**config.mk**
```make
export PLATFORM = sky130hd
export DESIGN_NAME = pwm_timer8
export DESIGN_NICKNAME = d
export VERILOG_FILES = /design/src/rtl/pwm_timer8_pkg.sv /design/src/rtl/pwm_counter.sv /design/src/rtl/pwm_regs.sv /design/src/rtl/pwm_channel.sv /design/src/rtl/pwm_timer8.sv
export SDC_FILE = /design/constraint.sdc
export NUM_CORES = 1
export LEC_CHECK = 0
export BUFFER_PORTS_ARGS = -buffer_cell sky130_fd_sc_hd__clkbuf_2
export CORE_ASPECT_RATIO = 0.6
export CORE_MARGIN = 2
export CORE_UTILIZATION = 40
export DETAILED_ROUTE_END_ITERATION = 16
export PLACE_DENSITY_LB_ADDON = 0.2
export SYNTH_ARGS = -nofsm -noshare
export SYNTH_HDL_FRONTEND = slang
export SYNTH_HIERARCHICAL = 1
export SYNTH_SLANG_ARGS = --single-unit
```
**constraint.sdc**
```tcl
create_clock -name clk -period 3.48 [get_ports clk]
set_clock_uncertainty 0.2 [all_clocks]
set_input_delay 0.174 -clock clk [delete_from_list [all_inputs] [get_ports clk]]
set_output_delay 0.174 -clock clk [all_outputs]
set_load 0.02 [all_outputs]
```
**src/rtl/pwm_timer8_pkg.sv**
```systemverilog
package pwm_timer8_pkg;
    localparam int ADDR_W = 3;

    localparam logic [2:0] MODE_FIXED = 3'b011;
    localparam logic [2:0] MODE_CMPA  = 3'b111;

    localparam logic [ADDR_W-1:0] ADDR_MODE = 3'd0;
    localparam logic [ADDR_W-1:0] ADDR_ACT  = 3'd1;
    localparam logic [ADDR_W-1:0] ADDR_BUFA = 3'd2;
    localparam logic [ADDR_W-1:0] ADDR_BUFB = 3'd3;
    localparam logic [ADDR_W-1:0] ADDR_CLR  = 3'd4;

    typedef enum logic [1:0] {
        ACT_OFF    = 2'b00,
        ACT_TOG    = 2'b01,
        ACT_NONINV = 2'b10,
        ACT_INV    = 2'b11
    } act_e;

    localparam int NUM_CH = 2;
endpackage

```
**src/rtl/pwm_counter.sv**
```systemverilog
module pwm_counter
    import pwm_timer8_pkg::*;
#(
    parameter int CNT_W = 8
) (
    input  logic             clk,
    input  logic             rst_n,
    input  logic [2:0]       mode,
    input  logic [CNT_W-1:0] cmp_a,
    input  logic             ovf_clr,
    output logic [CNT_W-1:0] count,
    output logic             run,
    output logic             at_top,
    output logic             ovf_flag
);
    localparam logic [CNT_W-1:0] CNT_MAX = '1;

    typedef struct packed {
        logic [CNT_W-1:0] cnt;
        logic             ovf;
    } cnt_st_t;

    cnt_st_t s_d, s_q;
    logic [CNT_W-1:0] top;

    always_comb begin
        s_d    = s_q;
        run    = (mode == MODE_FIXED) || (mode == MODE_CMPA);
        top    = (mode == MODE_CMPA) ? cmp_a : CNT_MAX;
        at_top = run && (s_q.cnt == top);
        if (!run) begin
            s_d.cnt = '0;
        end else if (at_top) begin
            s_d.cnt = '0;
        end else begin
            s_d.cnt = s_q.cnt + 1'b1;
        end
        if (at_top) begin
            s_d.ovf = 1'b1;
        end else if (ovf_clr) begin
            s_d.ovf = 1'b0;
        end
    end

    always_ff @(posedge clk or negedge rst_n) begin
        if (!rst_n) begin
            s_q <= '0;
        end else begin
            s_q <= s_d;
        end
    end

    assign count    = s_q.cnt;
    assign ovf_flag = s_q.ovf;
endmodule

```
**src/rtl/pwm_regs.sv**
```systemverilog
module pwm_regs
    import pwm_timer8_pkg::*;
#(
    parameter int CNT_W = 8
) (
    input  logic                          clk,
    input  logic                          rst_n,
    input  logic                          wr_en,
    input  logic [ADDR_W-1:0]             wr_addr,
    input  logic [CNT_W-1:0]              wr_data,
    input  logic                          run,
    input  logic                          at_top,
    output logic [2:0]                    mode,
    output logic [NUM_CH-1:0][1:0]        act,
    output logic [NUM_CH-1:0][CNT_W-1:0]  cmp_act
);
    typedef struct packed {
        logic [2:0]                   mode;
        logic [NUM_CH-1:0][1:0]       act;
        logic [NUM_CH-1:0][CNT_W-1:0] buf_v;
        logic [NUM_CH-1:0][CNT_W-1:0] cmp;
    } reg_st_t;

    reg_st_t s_d, s_q;

    always_comb begin
        s_d = s_q;
        // Buffered values reach the comparators at the limit, or at once while halted.
        if (!run || at_top) begin
            s_d.cmp = s_q.buf_v;
        end
        if (wr_en) begin
            case (wr_addr)
                ADDR_MODE: s_d.mode     = wr_data[2:0];
                ADDR_ACT:  s_d.act      = wr_data[2*NUM_CH-1:0];
                ADDR_BUFA: s_d.buf_v[0] = wr_data;
                ADDR_BUFB: s_d.buf_v[1] = wr_data;
                default: ;
            endcase
        end
    end

    always_ff @(posedge clk or negedge rst_n) begin
        if (!rst_n) begin
            s_q <= '0;
        end else begin
            s_q <= s_d;
        end
    end

    assign mode    = s_q.mode;
    assign act     = s_q.act;
    assign cmp_act = s_q.cmp;
endmodule

```
**src/rtl/pwm_channel.sv**
```systemverilog
module pwm_channel
    import pwm_timer8_pkg::*;
#(
    parameter int CNT_W  = 8,
    parameter bit TOG_OK = 1'b0
) (
    input  logic             clk,
    input  logic             rst_n,
    input  logic             run,
    input  logic             at_top,
    input  logic             tog_mode,
    input  logic [CNT_W-1:0] count,
    input  logic [CNT_W-1:0] cmp,
    input  logic [1:0]       act,
    input  logic             flag_clr,
    output logic             pin,
    output logic             flag
);
    typedef struct packed {
        logic wave;
        logic flag;
    } ch_st_t;

    ch_st_t s_d, s_q;
    logic   match;
    logic   tog_en;

    always_comb begin
        s_d    = s_q;
        match  = run && (count == cmp);
        tog_en = TOG_OK && tog_mode;
        case (act_e'(act))
            ACT_OFF: s_d.wave = 1'b0;
            ACT_TOG: begin
                if (!tog_en)    s_d.wave = 1'b0;
                else if (match) s_d.wave = ~s_q.wave;
            end
            ACT_NONINV: begin
                if (at_top)     s_d.wave = 1'b1;
                else if (match) s_d.wave = 1'b0;
            end
            default: begin
                if (at_top)     s_d.wave = 1'b0;
                else if (match) s_d.wave = 1'b1;
            end
        endcase
        if (match) begin
            s_d.flag = 1'b1;
        end else if (flag_clr) begin
            s_d.flag = 1'b0;
        end
    end

    always_ff @(posedge clk or negedge rst_n) begin
        if (!rst_n) begin
            s_q <= '0;
        end else begin
            s_q <= s_d;
        end
    end

    assign pin  = s_q.wave;
    assign flag = s_q.flag;
endmodule

```
**src/rtl/pwm_timer8.sv**
```systemverilog
module pwm_timer8
    import pwm_timer8_pkg::*;
#(
    parameter int CNT_W = 8
) (
    input  logic              clk,
    input  logic              rst_n,
    input  logic              wr_en,
    input  logic [ADDR_W-1:0] wr_addr,
    input  logic [CNT_W-1:0]  wr_data,
    output logic [CNT_W-1:0]  count,
    output logic              pin_a,
    output logic              pin_b,
    output logic              ovf_flag,
    output logic              cmp_a_flag,
    output logic              cmp_b_flag
);
    logic [2:0]                   mode;
    logic [NUM_CH-1:0][1:0]       act;
    logic [NUM_CH-1:0][CNT_W-1:0] cmp_act;
    logic                         run;
    logic                         at_top;
    logic [NUM_CH:0]              clr_v;
    logic [NUM_CH-1:0]            pin_v;
    logic [NUM_CH-1:0]            flag_v;

    assign clr_v = (wr_en && wr_addr == ADDR_CLR) ? wr_data[NUM_CH:0] : '0;

    pwm_regs #(.CNT_W(CNT_W)) regs_i (
        .clk(clk), .rst_n(rst_n), .wr_en(wr_en), .wr_addr(wr_addr),
        .wr_data(wr_data), .run(run), .at_top(at_top),
        .mode(mode), .act(act), .cmp_act(cmp_act)
    );

    pwm_counter #(.CNT_W(CNT_W)) cnt_i (
        .clk(clk), .rst_n(rst_n), .mode(mode), .cmp_a(cmp_act[0]),
        .ovf_clr(clr_v[0]), .count(count), .run(run), .at_top(at_top),
        .ovf_flag(ovf_flag)
    );

    for (genvar c = 0; c < NUM_CH; c++) begin : g_ch
        pwm_channel #(.CNT_W(CNT_W), .TOG_OK(c == 0)) ch_i (
            .clk(clk), .rst_n(rst_n), .run(run), .at_top(at_top),
            .tog_mode(mode == MODE_CMPA), .count(count), .cmp(cmp_act[c]),
            .act(act[c]), .flag_clr(clr_v[c+1]), .pin(pin_v[c]),
            .flag(flag_v[c])
        );
    end

    assign pin_a      = pin_v[0];
    assign pin_b      = pin_v[1];
    assign cmp_a_flag = flag_v[0];
    assign cmp_b_flag = flag_v[1];
endmodule

```
# == Yosys cells after proc, flatten, opt, wreduce, memory -nomap -nowiden ==
# Index checks and enable logic that the tools add are counted.
# W data, S select, Z words.
# classes
n_addsub,1
n_eq_ne,16
muxes,22
bitwise,1
reduce_logical,22
# ops
operator,count
$eq A8 B8 Y1,3
$mux W8,3
$mux W1,16
$reduce_and A2 Y1,5
$eq A3 B2 Y1 const B,3
$ne A3 B2 Y1 const B,3
$add A8 B1 Y8 const B,1
$eq A3 B3 Y1 const B,2
$reduce_bool A2 Y1,3
$eq A2 B1 Y1 const B,2
$eq A2 B2 Y1 const B,2
$logic_and A1 B1 Y1,4
$logic_not A2 Y1,2
$reduce_bool A4 Y1,1
$eq A3 B1 Y1 const B,1
$logic_not A3 Y1,1
$mux W3,1
$pmux W1 S3,1
$reduce_and A3 Y1,1
$reduce_bool A3 Y1,1
$logic_or A1 B1 Y1,2
$pmux W1 S2,1
$reduce_or A2 Y1,1
$logic_not A1 Y1,1
$not A1 Y1,1
# totals
regBits,52
wordCells,75

# == Longest topological paths before layout ==
# depth
depth_word,6
mapped_depth,10
ltp_nobuf,7

# == Hierarchy ==
# The synthesis kept the hierarchy.
# modules_own_cells
module,instances,cells_per_inst,area_per_inst_um2,seq_area_each_um2
pwm_regs,1,109,1699.1,975.9
pwm_counter,1,72,671.9,225.2
pwm_channel (g_ch[1].ch_i),1,22,209.0,50.0
pwm_channel (g_ch[0].ch_i),1,22,190.2,50.0
pwm_timer8,1,5,37.5,0.0

# == Worst setup path before layout ==
# OpenSTA, ideal clock, no wires.
# synth_timing
kind,register -> register
start,reg cnt_i.s_q (netlist bit cnt_i/count[3])
end,reg regs_i.s_q (netlist bit regs_i/cmp_act[0])
setup_time_ns,0.125
t_arrival_ns,2.381
required_ns,3.155
path_slack_ns,0.775
stages_incl_launch_ff,9
n_path_buf,2
synth_period_minus_slack_ns,2.705
cell_sequence,dfrtp_1 -> nor4bb_1 -> a22o_1 -> nor2_1 -> nor4_1 -> nor2b_1 -> buf_2 -> buf_4 -> mux2_2
# synth_between
elab_chain_cells,3
# synth_rtl
item,line_no,source
from (decl),pwm_counter.sv:23,"cnt_st_t s_d, s_q;"
from (signal assigned),pwm_counter.sv:47,s_q <= '0;
from (signal assigned),pwm_counter.sv:49,s_q <= s_d;
$eq A8 B8 Y1,pwm_counter.sv:30,at_top = run && (s_q.cnt == top);
$logic_and A1 B1 Y1,pwm_counter.sv:30,
via at_top,pwm_timer8.sv:22,logic at_top;
$logic_or A1 B1 Y1,pwm_regs.sv:29,if (!run || at_top) begin
to (signal assigned),pwm_regs.sv:45,s_q <= '0;
to (signal assigned),pwm_regs.sv:47,s_q <= s_d;
to (decl),pwm_regs.sv:24,"reg_st_t s_d, s_q;"
# The timed path passes the listed nets, and every way through them passes these cells.
# A chain may end at the register's enable or synchronous reset.

# == Worst setup path in the final report ==
# layout_timing
start,reg cnt_i.s_q (netlist bit cnt_i/count[3])
end,reg regs_i.s_q (netlist bit regs_i/cmp_act[2])
# The elaborated chain is that of the path after synthesis.

==> metrics.md <==
| Metric | Value |
|---|---|
| Outcome | completed |
| Worst vdd ir | 0.200 mV |
| First-pass GRT wire length | 9.45 mm |
| Max clock buf depth | 2 |
| Hold Crit Class | in -> reg |
| DR vias/cell | 5.20 |
| Gpl congestion | 0.798 |
| Ports | 27 |
| Worst-path clk slew | 70 ps |
| WL final | 5.70 mm |
| Clock power frac | 27.7% |
| Post-CTS setup buffer count | 0 |
| H-tree Lvls | 2 |
| Antenna cell count | 0 |
| Setup TNS | 0 ps |
| Dpl ws | 913 ps |
| Clock latency at the later pin of the worst-skew pair | 290 ps |
| Total iterations of the first detailed-routing run | 4 |
| Sequential element share of the synthesized area | 46.3% |
| Relative slew slack | 42.0% |
| Final worst slack | 951 ps |
| RSZ-0062 raised after global routing | no |
| Max Cap Violations | 0 |
| P_leak | 1.36 nW |
| Initial antenna violation count | 0 |
| Worst r2r dst | regs_i/cmp_act[2] |
| Post-Route Utilization | 45.8% |
| Mapped Area | 0.00281 mm2 |
| Post-synthesis cell type count | 45 |
| Crit Path Category | reg -> reg |
| Grt ovf | 0 |
| Net Sw Frac | 30.8% |
| Root Buffer | clkbuf_16 |
| Die ar. | 0.00773 mm2 |
| Non-Filler Instances | 334 |
| Routed Antenna Nets | 0 |
| Min cycle time layout | 2530 ps |
| Switching power | 0.545 mW |
| Part of the power in registers | 49.8% |
| Crit. End Element | register |
| GRT Util Overall | 16.2% |
| Storage cell area | 0.00130 mm2 |
| Combinational power share | 22.5% |
| Layout cells sized above 1 | 36.0% |
| Pin count of the biggest net entering global routing | 36 |
| Worst setup endpoint | regs_i/cmp_act[2] |
| CP Data Required Time | 3460 ps |
| Post-Syn Instances | 230 |
| RR Startpoint | cnt_i/count[3] |
| Maximum fanout along the worst path | 16 |
| Nets | 261 |
| Synth Flop Type | dfrtp_1 |
| Num CTS Buffers | 5 |
| FP Rows | 23 |
| Die Ht | 68.9 um |
| Residual DRC | 0 |
| Reg2Reg Depth | 8 |
| Vias in the first global route | 1681 |
| Asr flop ratio synth | 100% |
| Initial DRC count | 99 |
| Min-Delay Startpoint | wr_data[2] |
| Power density over the cells | 573 mW/mm2 |
| PortBufs | 26 |
| Hpwl dp | 4.27 mm |
| DR vias | 1737 |
| Ys Warns | 6 |
| Final Hold Vio Count | 0 |
| Area grow syn2layout | 9.89% |
| Hold path depth | 2 |
| CP Data Arrival Time | 2510 ps |
| Multi-input logic area | 0.00128 mm2 |
| Total Power | 1.77 mW |
| EDFF count, synth | 0 |
| Final setup fails | 0 |
| Most frequent cells in the layout | dfrtp_1 (52), mux2_2 (31), clkbuf_2 (26), xor2_1 (18), nand2_1 (14) |
| Post-Place Cells | 319 |
| Die X | 112 um |
| TritonCTS Sinks | 52 |
| Initial Util | 41.7% |
| Fillers | 633 |
| TritonCTS clock tree | built |
| Mapped Nets | 245 |
| WL/cell | 17.1 um |
| Int Pwr | 1.22 mW |
| Final worst-path cycle share | 72.7% |
| Setup crit start | cnt_i/count[3] |
| Synthesized flop and latch total | 52 |
| Mapped Avg Cell Area | 12.2 um2 |
| Core region area | 0.00673 mm2 |
| Pins Over Slew Limit | 0 |
| Most common cell after layout, fill and taps aside | dfrtp_1 |
| Worst-Margin Slew | 869 ps |
| R2R Setup Slk | 950 ps |
| Startpoint Class | register |
| Fmax | 395 MHz |
[power groups by stage]
stage	registers (mW)	clock network [mW]	logic [mW]
floorplan	0.816	0	0.450
global placement	0.890	0	0.385
detailed placement	0.890	0	0.395
CTS	0.878	0.506	0.404
global route	0.898	0.532	0.441
finish	0.880	0.489	0.399
[cells by family (layout without fill, tap and decap cells)]
family / Yosys count / after routing / share of synthesized area [%]
multiplexers: 40 / 40 / 17.1
XOR/XNOR: 26 / 26 / 8.11
adder cells (fa/ha/maj): 1 / 1 / 0.446
AND/OR/NAND/NOR: 50 / 50 / 11.9
flip-flops: 52 / 52 / 46.3
AO/OA/AOI/OAI: 28 / 28 / 8.24
buffers and inverters: 33 / 50 / 7.93
[synthesized netlist by cell type, drive strengths merged, types with 2 or more instances]
master	n	share of area [%]
dfrtp	52	46
mux2	39	17
buf	27	7.1
xor2	18	5.6
nand2	14	1.9
xnor2	8	2.5
a211oi	7	1.9
a21oi	6	1.3
inv	6	0.80
nor2	5	0.67
nor4	4	1.4
and2	3	0.67
and4bb	3	1.3
nand3	3	0.53
nor3	3	0.71
o21ai	3	0.53
a22o	2	0.62
and3	2	0.45
nand4	2	0.45
nor2b	2	0.45
nor3b	2	0.53
nor4bb	2	0.71
o32ai	2	0.62
[metal layers]
layer | up-vias | GRT usage, % | share of wire [%]
li1 | 840 | - | -
met1 | 850 | 25.9 | 57
met2 | 40 | 21.2 | 37
met3 | 7 | 3.58 | 4.3
met4 | 0 | 4.88 | 1.0
met5 | - | 0 | 0
[flip-flops by register name, indices dropped and copies added (netlist names)]
name,count
cnt_i/ovf_flag,1
g_ch.ch_i/pin,2
regs_i/mode,3
regs_i/act,4
g_ch.ch_i/flag,2
cnt_i/count,8
regs_i/s_q,16
regs_i/cmp_act,16
[per-stage QoR]
| stage | hold WS [ps] | instance area (um2) |
|---|---|---|
| finish | 29.7 | 3090 |
| global route | 33.0 | 3090 |
| CTS | 19.1 | 3090 |
| detailed placement | 126 | 2870 |
| global placement | 126 | 2870 |
| floorplan | -322 | 2810 |
[layout make-up]
class                   count  area share (%)
inverters                   6           0.730
repair buffers             36            7.22
flip-flops and latches     52            42.2
clock inverters             3           0.689
clock buffers               5            4.06
well taps                  87            3.53
multi-input cells         145            41.6
[worst min path at each step]
stage	to	slack, ps
after floorplan	cnt_i/count[0]	-320
after global placement	regs_i/s_q[28]	130
after detailed placement	regs_i/s_q[28]	130
after CTS	regs_i/s_q[26]	20
after global routing	regs_i/s_q[18]	30
final	regs_i/s_q[26]	30
[worst max-delay path: stages, from the launching register on]
cell      delay (ps)
dfrtp_1          550
nor4bb_1         340
a22o_1           240
nor2_1            70
nor4_1           290
buf_4            190
nor2b_1           50
buf_4            200
mux2_2           290
[repair_timing]
item | CTS | global route
endpoints found under the hold margin | 46 | 0
hold buffers | 7 | 0
gates resized for setup | 0 | 0
No activity file was read; power rests on OpenSTA's default activity.
